File: config.mk
export PLATFORM = sky130hd
export DESIGN_NAME = trig_xbar
export DESIGN_NICKNAME = d
export VERILOG_FILES = /design/src/rtl/trig_pkg.sv /design/src/rtl/trig_sync.sv /design/src/rtl/trig_route.sv /design/src/rtl/trig_regs.sv /design/src/rtl/trig_xbar.sv
export SDC_FILE = /design/constraint.sdc
export NUM_CORES = 1
export LEC_CHECK = 0
export BUFFER_PORTS_ARGS = -buffer_cell sky130_fd_sc_hd__buf_2
export CAP_MARGIN = 20
export CORE_ASPECT_RATIO = 1.25
export CORE_UTILIZATION = 60
export CTS_BUF_LIST = sky130_fd_sc_hd__clkbuf_8
export DETAILED_ROUTE_END_ITERATION = 8
export GPL_TIMING_DRIVEN = 0
export PLACE_DENSITY = 0.89
export SLEW_MARGIN = 10
export SYNTH_ARGS = -nofsm -noshare
export SYNTH_HDL_FRONTEND = slang
export SYNTH_HIERARCHICAL = 1
export SYNTH_SLANG_ARGS = --single-unit
File: constraint.sdc
create_clock -name clk -period 2.87 [get_ports clk]
set_clock_uncertainty 0.2 [all_clocks]
set_input_delay 0.574 -clock clk [delete_from_list [all_inputs] [get_ports clk]]
set_output_delay 0.574 -clock clk [all_outputs]
set_load 0.005 [all_outputs]
File: src/rtl/trig_pkg.sv
package trig_pkg;
  // register offsets placed after the per-destination route words
  localparam int OFS_MAN  = 0;
  localparam int OFS_IEN  = 1;
  localparam int OFS_LIVE = 2;
  localparam int OFS_STS  = 3;
  localparam int OFS_SNAP = 4;
  localparam int NUM_CTRL = 5;
endpackage

File: src/rtl/trig_sync.sv
module trig_sync #(
  parameter int W = 11
) (
  input  logic         clk,
  input  logic         rst_n,
  input  logic [W-1:0] din,
  output logic [W-1:0] lvl,
  output logic [W-1:0] rise
);
  logic [W-1:0] s1_q, s2_q, s3_q;

  always_ff @(posedge clk or negedge rst_n) begin
    if (!rst_n) begin
      s1_q <= '0;
      s2_q <= '0;
      s3_q <= '0;
    end else begin
      s1_q <= din;
      s2_q <= s1_q;
      s3_q <= s2_q;
    end
  end

  assign lvl  = s2_q;
  assign rise = s2_q & ~s3_q;
endmodule

File: src/rtl/trig_route.sv
module trig_route #(
  parameter int NLINE = 11,
  parameter int SELW  = 4
) (
  input  logic                  clk,
  input  logic                  rst_n,
  input  logic [NLINE-1:0]      lvl,
  input  logic [NLINE-1:0]      route_en,
  input  logic [NLINE*SELW-1:0] route_sel,
  input  logic [NLINE-1:0]      man,
  output logic [NLINE-1:0]      drv,
  output logic [NLINE-1:0]      oe
);
  logic [NLINE-1:0] drv_n, oe_n;

  for (genvar d = 0; d < NLINE; d++) begin : g_dst
    logic hit;
    always_comb begin
      hit = 1'b0;
      for (int k = 0; k < NLINE; k++) begin
        if (route_sel[d*SELW +: SELW] == SELW'(k)) hit = lvl[k];
      end
      drv_n[d] = man[d] | (route_en[d] & hit);
      oe_n[d]  = man[d] | route_en[d];
    end
  end

  always_ff @(posedge clk or negedge rst_n) begin
    if (!rst_n) begin
      drv <= '0;
      oe  <= '0;
    end else begin
      drv <= drv_n;
      oe  <= oe_n;
    end
  end
endmodule

File: src/rtl/trig_regs.sv
module trig_regs
  import trig_pkg::*;
#(
  parameter int NLINE = 11,
  parameter int SELW  = 4,
  parameter int AW    = 4,
  parameter int DW    = 16
) (
  input  logic                  clk,
  input  logic                  rst_n,
  input  logic                  reg_we,
  input  logic [AW-1:0]         reg_addr,
  input  logic [DW-1:0]         reg_wdata,
  output logic [DW-1:0]         reg_rdata,
  input  logic [NLINE-1:0]      lvl,
  input  logic [NLINE-1:0]      rise,
  output logic [NLINE-1:0]      route_en,
  output logic [NLINE*SELW-1:0] route_sel,
  output logic [NLINE-1:0]      man,
  output logic [NLINE-1:0]      ien,
  output logic [NLINE-1:0]      sts,
  output logic [NLINE-1:0]      snap,
  output logic                  irq
);
  localparam logic [AW-1:0] A_MAN  = AW'(NLINE + OFS_MAN);
  localparam logic [AW-1:0] A_IEN  = AW'(NLINE + OFS_IEN);
  localparam logic [AW-1:0] A_LIVE = AW'(NLINE + OFS_LIVE);
  localparam logic [AW-1:0] A_STS  = AW'(NLINE + OFS_STS);
  localparam logic [AW-1:0] A_SNAP = AW'(NLINE + OFS_SNAP);

  logic [SELW:0] rt_q [NLINE];

  for (genvar d = 0; d < NLINE; d++) begin : g_rt
    logic rt_ce;
    assign rt_ce = reg_we && (reg_addr == AW'(d));
    always_ff @(posedge clk or negedge rst_n) begin
      if (!rst_n)     rt_q[d] <= '0;
      else if (rt_ce) rt_q[d] <= reg_wdata[SELW:0];
    end
    assign route_en[d]               = rt_q[d][SELW];
    assign route_sel[d*SELW +: SELW] = rt_q[d][SELW-1:0];
  end

  logic             man_ce, ien_ce, clr_ce, snap_ce;
  logic [NLINE-1:0] hit, kept, sts_n;

  always_comb begin
    man_ce  = reg_we && (reg_addr == A_MAN);
    ien_ce  = reg_we && (reg_addr == A_IEN);
    clr_ce  = reg_we && (reg_addr == A_STS);
    hit     = rise & ien;
    kept    = clr_ce ? (sts & ~reg_wdata[NLINE-1:0]) : sts;
    sts_n   = kept | hit;
    snap_ce = (kept == '0) && (hit != '0);
  end

  always_ff @(posedge clk or negedge rst_n) begin
    if (!rst_n) begin
      man  <= '0;
      ien  <= '0;
      sts  <= '0;
      snap <= '0;
    end else begin
      if (man_ce)  man  <= reg_wdata[NLINE-1:0];
      if (ien_ce)  ien  <= reg_wdata[NLINE-1:0];
      sts <= sts_n;
      if (snap_ce) snap <= lvl;
    end
  end

  assign irq = |sts;

  always_comb begin
    reg_rdata = '0;
    for (int d = 0; d < NLINE; d++) begin
      if (reg_addr == AW'(d)) reg_rdata[SELW:0] = rt_q[d];
    end
    case (reg_addr)
      A_MAN:   reg_rdata[NLINE-1:0] = man;
      A_IEN:   reg_rdata[NLINE-1:0] = ien;
      A_LIVE:  reg_rdata[NLINE-1:0] = lvl;
      A_STS:   reg_rdata[NLINE-1:0] = sts;
      A_SNAP:  reg_rdata[NLINE-1:0] = snap;
      default: ;
    endcase
  end
endmodule

File: src/rtl/trig_xbar.sv
module trig_xbar
  import trig_pkg::*;
#(
  parameter int NTTL = 8,
  parameter int NECL = 2,
  parameter int DW   = 16,
  parameter int AW   = 4
) (
  input  logic            clk,
  input  logic            rst_n,
  input  logic [NTTL-1:0] ttl_in,
  input  logic [NECL-1:0] ecl_in,
  input  logic            fp_in,
  output logic [NTTL-1:0] ttl_out,
  output logic [NTTL-1:0] ttl_oe,
  output logic [NECL-1:0] ecl_out,
  output logic [NECL-1:0] ecl_oe,
  output logic            fp_out,
  output logic            fp_oe,
  input  logic            reg_we,
  input  logic [AW-1:0]   reg_addr,
  input  logic [DW-1:0]   reg_wdata,
  output logic [DW-1:0]   reg_rdata,
  output logic            irq
);
  localparam int NLINE = NTTL + NECL + 1;
  localparam int SELW  = $clog2(NLINE + 1);

  logic [NLINE-1:0]      lvl, rise, route_en, man, ien, sts, snap, drv, oe;
  logic [NLINE*SELW-1:0] route_sel;

  trig_sync #(.W(NLINE)) u_sync (
    .clk(clk), .rst_n(rst_n), .din({fp_in, ecl_in, ttl_in}),
    .lvl(lvl), .rise(rise)
  );

  trig_regs #(.NLINE(NLINE), .SELW(SELW), .AW(AW), .DW(DW)) u_regs (
    .clk(clk), .rst_n(rst_n), .reg_we(reg_we), .reg_addr(reg_addr),
    .reg_wdata(reg_wdata), .reg_rdata(reg_rdata), .lvl(lvl), .rise(rise),
    .route_en(route_en), .route_sel(route_sel), .man(man), .ien(ien),
    .sts(sts), .snap(snap), .irq(irq)
  );

  trig_route #(.NLINE(NLINE), .SELW(SELW)) u_route (
    .clk(clk), .rst_n(rst_n), .lvl(lvl), .route_en(route_en),
    .route_sel(route_sel), .man(man), .drv(drv), .oe(oe)
  );

  assign ttl_out = drv[NTTL-1:0];
  assign ttl_oe  = oe[NTTL-1:0];
  assign ecl_out = drv[NTTL +: NECL];
  assign ecl_oe  = oe[NTTL +: NECL];
  assign fp_out  = drv[NLINE-1];
  assign fp_oe   = oe[NLINE-1];
endmodule

After elaboration in Yosys (flattened, before gate mapping)
Cells that the tools add are included.
{ "classes": {"magnitude_cmp": 0, "add_sub_neg": 0, "n_mux": 134, "n_eq_ne": 125, "shift": 0, "div_mod_pow": 0, "reduce_logical": 30, "bitwise_logic": 39, "multipliers": 0} }
{ "op_table": {"columns": ["cell", "n"], "rows": [
  ["$eq 4x3->1 const B", 48],
  ["$eq 4x4->1 const B", 41],
  ["$mux 1", 121],
  ["$eq 4x2->1 const B", 24],
  ["$mux 5", 11],
  ["$pmux 11 s5", 1],
  ["$eq 4x1->1 const B", 12],
  ["$logic_not 4->1", 12],
  ["$and 11x11->11", 3],
  ["$not 11->11", 2],
  ["$or 1x1->1", 22],
  ["$logic_and 1x1->1", 15],
  ["$and 1x1->1", 11],
  ["$logic_not 11->1", 1],
  ["$mux 11", 1],
  ["$or 11x11->11", 1],
  ["$reduce_bool 11->1", 1],
  ["$reduce_or 11->1", 1]
]} }
{ "word_totals": {"inputBits": 34, "ramBits": 0, "ff_bits": 154, "wordCells": 348, "rom_bits": 0, "n_memories": 0, "latch_bits": 0, "out_inout_bits": 39} }

Logic depth before layout (Yosys ltp)
Gate-level depths: netlist (run 1).
{ "depth": {"ltp_word": 14, "mapped_depth": 8, "ltp_nobuf": 7} }

By module
Netlist (run 1), hierarchy kept.
{ "by_module_without_submodules": {"columns": ["mod", "n_inst", "cells_each", "area_each_um2", "seq_area_each_um2"], "rows": [
  ["trig_regs", 1, 434, 4863.4, 2477.4],
  ["trig_route", 1, 165, 1903.1, 550.5],
  ["trig_sync", 1, 44, 977.2, 825.8]
]} }

Worst setup path before layout (run 1)
OpenSTA, ideal clock, no wires.
{ "synth_path": {"path_kind": "input-to-output", "start": "input port reg_addr[0]", "end": "output port reg_rdata[4]", "required_time_ps": 2096, "slack_ps": 29, "path_buffers": 2, "stages": 5, "arrival_time_ps": 2067, "path_cell_list": "buf_4 buf_1 mux4_2 o211ai_1 o21ai_0"} }
{ "synth_via": {"elab_chain_len": 13, "word_cells_on_any_way": 28, "classes_between": "eq/ne: 15; mux: 12; reduce/logical: 1"} }
{ "synth_rtl": {"columns": ["item", "line_no", "source"], "rows": [
  ["from (decl)", "trig_xbar.sv:21", "input logic [AW-1:0] reg_addr,"],
  ["$logic_not 4->1", "trig_regs.sv:76", "if (reg_addr == AW'(d)) reg_rdata[SELW:0] = rt_q[d];"],
  ["$mux 5 (11 in a row)", "trig_regs.sv:76", null],
  ["$pmux 11 s5 (*)", "trig_regs.sv:78", "case (reg_addr)"],
  ["to (decl)", "trig_xbar.sv:23", "output logic [DW-1:0] reg_rdata,"]
]} }
Every way passes the cells marked *; elsewhere a longest branch is shown, timed or not.

Worst setup path in the final report (run 1)
{ "layout_path": {"start": "input port reg_addr[1]", "end": "output port reg_rdata[1]"} }
Same word-level chain as after synthesis.

==> results of run 1 <==
-- kinds of logic after synthesis --
family / Yosys count / synth area share (%)
DFF: 154 / 49.8
AOI/OAI and AO/OA: 141 / 11.0
and+or+nand+nor: 174 / 12.2
other: 1 / 0.0484
muxes: 116 / 23.3
buffers and inverters: 57 / 3.72
-- cell usage after synthesis, drive strengths merged (2+ instances only) --
cell type  instances  area share, %
dfrtp            154             50
o21ai             82            5.3
nand2             81            3.9
mux2              52            8.0
mux4              38             12
mux2i             26            3.4
clkbuf            21            1.0
nor2b             21            2.9
buf               20            1.9
inv               15           0.73
nor2              14           0.68
a21oi             12           0.78
or2               11           0.89
nand3             10           0.65
nand3b            10           0.97
nand2b             9           0.73
a21o               7           0.68
a22o               6           0.68
a41oi              5           0.57
nor3               5           0.39
a21boi             4           0.39
and3               4           0.32
nand4              4           0.32
o22ai              3           0.24
o2bb2ai            3           0.34
a211oi             2           0.19
a221oi             2           0.23
a22oi              2           0.19
and2               2           0.16
nor4               2           0.16
o21a               2           0.19
o31ai              2           0.19
-- placed cells by master (no fill, tap or decap), types with 11 or more instances in the layout --
| cell | n |
|---|---|
| nor2b_4 | 12 |
| or2_2 | 11 |
| nor2_1 | 12 |
| clkbuf_8 | 19 |
| buf_2 | 63 |
| mux2_2 | 42 |
| nand2_1 | 81 |
| dlygate4sd3_1 | 11 |
| o21ai_0 | 79 |
| a21oi_1 | 12 |
| mux4_1 | 17 |
| inv_1 | 15 |
| dfrtp_1 | 150 |
| clkbuf_1 | 15 |
| mux2i_1 | 26 |
| mux4_2 | 21 |
-- final cells by class --
cell class	count	area (um2)
Fill cell	902	3740
Multi-Input combinational cell	436	3630
Tap cell	168	210
Sequential cell	154	3860
Inverter	16	63.8
Clock buffer	19	262
Timing Repair Buffer	73	455
Buffer	41	273
Clock inverter	11	161
-- metal layers --
metal,GRT usage (%),vias to the layer above,wire length [um]
met5,0,-,0
met4,24.6,0,1480
met3,7.85,122,1980
met2,51.9,410,9910
met1,40.2,2920,7540
li1,-,2536,-
-- flip-flops by register name, summed over array words and instances (netlist names) --
name	cells
u_regs/ien	11
u_regs/man	11
u_regs/route_en	11
u_regs/route_sel	44
u_regs/snap	11
u_regs/sts	11
u_route/drv	11
u_route/oe	11
u_sync/lvl	11
u_sync/s1_q	11
u_sync/s3_q	11
-- power groups by stage --
| stage | Combinational [mW] | Sequential (mW) | Clock, mW |
|---|---|---|---|
| floorplan | 0.877 | 2.88 | 0 |
| global placement | 1.22 | 3.00 | 0 |
| detailed placement | 1.28 | 3.03 | 0 |
| CTS | 1.30 | 2.99 | 1.77 |
| global route | 1.45 | 3.05 | 1.86 |
| finish | 1.34 | 3.00 | 1.74 |
-- stage by stage --
| stage | setup TNS, ns | setup slack (ns) |
|---|---|---|
| after floorplan | 0 | 0.0288 |
| after global placement | -166.23 | -1.04 |
| after detailed placement | -7.22 | -0.659 |
| after CTS | -0.0118 | -0.0118 |
| after global routing | -0.00303 | -0.00180 |
| final | 0 | 0.0465 |
-- how the worst min path moves through the flow --
stage                                         start                   endpoint  depth (start not counted)
after floorplan                               rst_n  u_regs/ien[0]$_DFFE_PN0P_                          0
after global placement    u_sync/s1_q[10]$_DFF_PN0_   u_sync/lvl[10]$_DFF_PN0_                          0
after detailed placement   u_sync/s1_q[6]$_DFF_PN0_    u_sync/lvl[6]$_DFF_PN0_                          0
after CTS                                     fp_in  u_sync/s1_q[10]$_DFF_PN0_                          1
after global routing                          fp_in  u_sync/s1_q[10]$_DFF_PN0_                          1
final                                         fp_in  u_sync/s1_q[10]$_DFF_PN0_                          1
-- repair_timing --
item                                    CTS  global route
endpoints found under the setup margin   11             5
hold endpoints to repair                 59             0
pin swaps                                 0             1
buffers inserted                          0             1
gates resized for setup                  18            19
hold buffers                             11             0
==> metrics.txt, run 1 <==
maximum VDD drop=approximately 0.00040 V; Worst-Skew Late Latency=about 0.46 ns; Max stage delay on crit path=0.33 ns; Die Y=between 100 and 150 um; Comb power frac=about 22%; root buffer cell=clkbuf_8; ys flop type=dfrtp_1; Synth Register Bits=154; Util after Layout=70.4%; Ant. Diodes=0; Hold Fails Final Rpt=0; IO Count=73; Non-Filler Instances=918; die extent in x=104 um; R2R Path End=u_regs/snap[0]$_DFFE_PN0P_; WL/cell=roughly 23 um; max-capacitance violation count=0; pwr/cell area=682 nW/um2; R2R Path Start=u_sync/lvl[8]$_DFF_PN0_; sw frac=30.9%; Req. time, crit path=approximately 2.1 ns; slew margin rel.=48.1%; Num CTS Buffers=17; Finish-stage setup viols=0; Area Overhead vs Synth=15.2%; Critical Path End Type=output port; critical-path maximum fanout=10; ANT nets after route=0; min-delay worst type=in -> reg; largest net degree at the start of global routing=106; # DRC=0; initial core utilization=between 60% and 70%; hold slack=0.0404 ns; Mapped Cells=643; instance count on the critical path=7; slew of the pin with the lowest slew margin=between 0.7 and 0.8 ns; GRT Residual Overflow=0; Max Transition Viols Final=0; Buf/Inv on CP=4; Rows=46; clock buffer depth=2; Top delay family on crit path=buffers and inverters; CP startpoint kind=input port; worst setup path startpoint=reg_addr[1]; Final HPWL DP=around 15000 um; Clk pwr share=28.6%; DR vias/cell=6.52; vias in the first global route=5999; CTS tree=yes; R2R depth=8; H-tree Lvls=4; final wirelength=around 21000 um; Synth Area per Inst=12.0 um2; Synthesis Warnings=6; Initial DRT Pass Iterations=6; clk sink count=about 150; Post-Place Cell Area=8310 um2; Reg power frac=49.4%; fmax=0.354 GHz; via count=5988; CTS clk-pin slew, worst paths=about 0.070 ns; Post-synth EDFFs=0; Cells after DPL=876; antenna violations before repair=0; Post-Synthesis Cell Area=7740 um2; slowest CP cell=mux4_2; Setup Crit Path Kind=in -> out; P_leak=3.98 nW; initial DRC count=731; status=completed; r2r setup slk=between 0.3 and 0.4 ns; Port Buffers=60; gr usage total=32.9%; GPL Wtd Cong=0.994; Core ar.=12700 um2; Nets=773; internal power=4.20 mW; die area=13400 um2; layout cells sized above 1=29.9%; Post-Layout Inst Area=8920 um2; period utilization=98.4%; CP arrival=2.05 ns; ys async rst share=100%; Unique masters post-synth=51; Setup crit end=reg_rdata[1]; CP Cell Sequence=buf_4 -> clkbuf_4 -> buf_6 -> mux4_2 -> a22oi_1 -> o21ai_0 -> buf_2; Overall Power=6.08 mW; minimum clock period=2.82 ns; switching power=1.88 mW; first-pass GRT wire length=32500 um; Seq/Total Area, Yosys=49.8%
No activity file was read; power rests on OpenSTA's default activity.
==> run 2, diff against run 1 <==
--- a/config.mk
+++ b/config.mk
@@ -5,12 +5,14 @@
 export SDC_FILE = /design/constraint.sdc
 export NUM_CORES = 1
 export LEC_CHECK = 0
+export ABC_AREA = 1
 export BUFFER_PORTS_ARGS = -buffer_cell sky130_fd_sc_hd__buf_2
 export CAP_MARGIN = 20
 export CORE_ASPECT_RATIO = 1.25
 export CORE_UTILIZATION = 60
 export CTS_BUF_LIST = sky130_fd_sc_hd__clkbuf_8
 export DETAILED_ROUTE_END_ITERATION = 8
+export GPL_ROUTABILITY_DRIVEN = 0
 export GPL_TIMING_DRIVEN = 0
 export PLACE_DENSITY = 0.89
 export SLEW_MARGIN = 10
==> metrics.txt, run 2 <==
die area=13400 um2; period utilization=101%; IO Count=73; count leader, synth=nand2_1; GRT Residual Overflow=0; met1 Use GR=41.6%; fillcell total=approximately 1000; RSZ-0062 raised after global routing=true; most frequent cells in the layout=318 x nand2_1, 154 x dfrtp_1, 120 x inv_1; most common cell after layout, fill and taps aside=nand2_1; Seq/Total Area, Yosys=49.7%; Post CTS Setup Buffer Count=0; Max Transition Viols Final=0; slew of the pin with the lowest slew margin=0.759 ns; switching power=approximately 2.1 mW; Post-synth EDFFs=0; Ant. Diodes=0; clk sink count=154; final wirelength=23000 um; CP arrival=2.12 ns; Final HPWL DP=about 15000 um; Worst-Skew Late Latency=0.45 ns; met2 Resource Use GR=between 50% and 60%; top-area cell type share of the netlist area=49.7%; WL/cell=17.9 um; fmax=0.345 GHz; Finish-stage setup viols=2; largest area contributor in the netlist=dfrtp_1; Nets=1136; CTS tree=yes; root buffer cell=clkbuf_8; Mapped Cells=1014; largest net degree at the start of global routing=97; ys async rst share=between 90% and 100%; Setup Crit Path Kind=in -> out; Rows=46; failing checks=DRC, setup timing; CP Cell Sequence=buf_2 -> inv_1 -> nand2_1 -> nor2_4 -> inv_1 -> or2_2 -> nand2_1 -> nand4_1 -> nand2_1 -> nand3_1 -> buf_2; Clk pwr share=28.8%; Num CTS Buffers=17; Post-Synthesis Cell Area=a little under 8000 um2; CTS clk-pin slew, worst paths=0.09 ns; H-tree Lvls=4; max FFs per register=44; M3 GR Usage=under 10%; maximum VDD drop=roughly 0.00056 V; slowest CP cell=or2_2; Area Overhead vs Synth=14.1%; Synth Area per Inst=7.65 um2; slew margin rel.=49.4%; most used cell, CP=nand2_1; Req. time, crit path=between 2 and 2.5 ns; ys flop type=dfrtp_1; Overall Power=5.91 mW; min-delay worst type=in -> reg; final setup margin=-0.0256 ns; critical-path maximum fanout=6; Initial DRT Pass Iterations=9; Synth area leaders=dfrtp_1 50%, nand2_1 16%, o21ai_0 7.3%; minimum clock period=2.90 ns; Unique masters post-synth=29; CP startpoint kind=input port; Core ar.=12700 um2; layout cells sized above 1=between 10% and 20%; Critical Path End Type=output port; first-pass GRT wire length=~36000 um; gr usage total=~36%; Comb power frac=between 20% and 30%; vias in the first global route=7171; clock buffer depth=2; hold slack=0.0136 ns; P_leak=4.42 nW; Max stage delay on crit path=0.28 ns; status=complete, but fails checks; Most Used Layer, Global Route=met2; # DRC=1; Synthesis Warnings=6; synth cell count leaders=321 x nand2_1, 154 x dfrtp_1, 121 x inv_1; initial core utilization=61.3%; max-capacitance violation count=0; pwr/cell area=668 nW/um2; die extent in x=a little over 100 um; internal power=3.86 mW; Port Buffers=61; Synth Register Bits=roughly 150; Reg power frac=49.3%; antenna violations before repair=0; Die Y=129 um; via count=7627; DR vias/cell=5.94; initial DRC count=approximately 930; Hold Fails Final Rpt=0; sw frac=34.8%; ANT nets after route=0
run 2: cell count changes in the layout (fill, tap and decap cells not counted), moves of 24 or more:
| cell | previous run | this run |
|---|---|---|
| inv_1 | 15 | 120 |
| mux2_2 | 42 | 0 |
| mux2i_1 | 26 | 0 |
| nand2_1 | 81 | 318 |
| nand3_1 | 10 | 84 |
| nor2_1 | 12 | 36 |
| o21ai_0 | 79 | 113 |
run 2: repair_timing:
| action | 4_1_cts | 5_1_grt |
|---|---|---|
| gates resized for setup | 12 | 21 |
| hold buffers | 1 | 3 |
| hold endpoints to repair | 58 | 3 |
| endpoints found under the setup margin | 11 | 7 |
run 2: layout make-up:
type                       instances  area [um2]  area share, %
tap                              168         210           2.37
clock buffer                      18         248           2.80
inverter                         133         499           5.64
buffer                            33         204           2.30
clock inverter                    14         161           1.82
sequential                       154        3850           43.5
multi-input combinational        697        3300           37.2
timing repair buffer              66         383           4.32
run 2: worst paths after layout:
check	cells past startpoint	endpoint	slack, ns	start
max	11	reg_rdata[4]	-0.03	reg_addr[3]
max in group asynchronous	3	u_regs/ien[4]$_DFFE_PN0P_	1.25	rst_n
max reg2reg	11	u_regs/snap[8]$_DFFE_PN0P_	0.59	u_sync/lvl[10]$_DFF_PN0_
min	1	u_sync/s1_q[9]$_DFF_PN0_	0.01	ecl_in[1]
min in group asynchronous	2	u_sync/s1_q[2]$_DFF_PN0_	0.41	rst_n
min reg2reg	0	u_sync/lvl[2]$_DFF_PN0_	0.15	u_sync/s1_q[2]$_DFF_PN0_
run 2: per-stage QoR:
stage | setup TNS [ns] | instance area (um2) | util, % | setup slack (ns) | instances
floorplan | 0 | 7780 | - | 0.521 | 1018
global placement | -170.83 | 8290 | 65.5 | -1.10 | 1247
detailed placement | -1.82 | 8330 | 65.8 | -0.343 | 1248
CTS | 0 | 8780 | 69.3 | 0.00898 | 1281
global route | -0.148 | 8850 | 69.9 | -0.0640 | 1283
finish | -0.0371 | 8850 | 69.9 | -0.0256 | 1283
run 2: per-layer routing:
layer	routed length (um)	vias up	part of all wire, %
li1	-	3421	-
met1	8010	3464	35
met2	10500	574	46
met3	2570	168	11
met4	1910	0	8.3
met5	0	-	0
run 2: cell families (layout without fill, tap and decap cells):
kind of cell,count (synthesis),in the layout,synth area share [%]
compound gates,191,191,14.1
simple gates,501,501,27.3
flops,154,154,49.7
buf+inv,167,264,8.90
other cells,1,5,0.0483
run 2: critical path, delay by kind of cell:
family        cells  cell delay, ns
simple gates      7            1.04
buf+inv           4            0.51
run 2: power by group through the flow:
stage	sequential, mW	clock [mW]	combinational [mW]
final	2.91	1.70	1.30
after detailed placement	2.94	0	1.23
after floorplan	2.84	0	0.832
after global routing	2.96	1.81	1.47
after global placement	2.92	0	1.18
after CTS	2.90	1.72	1.25
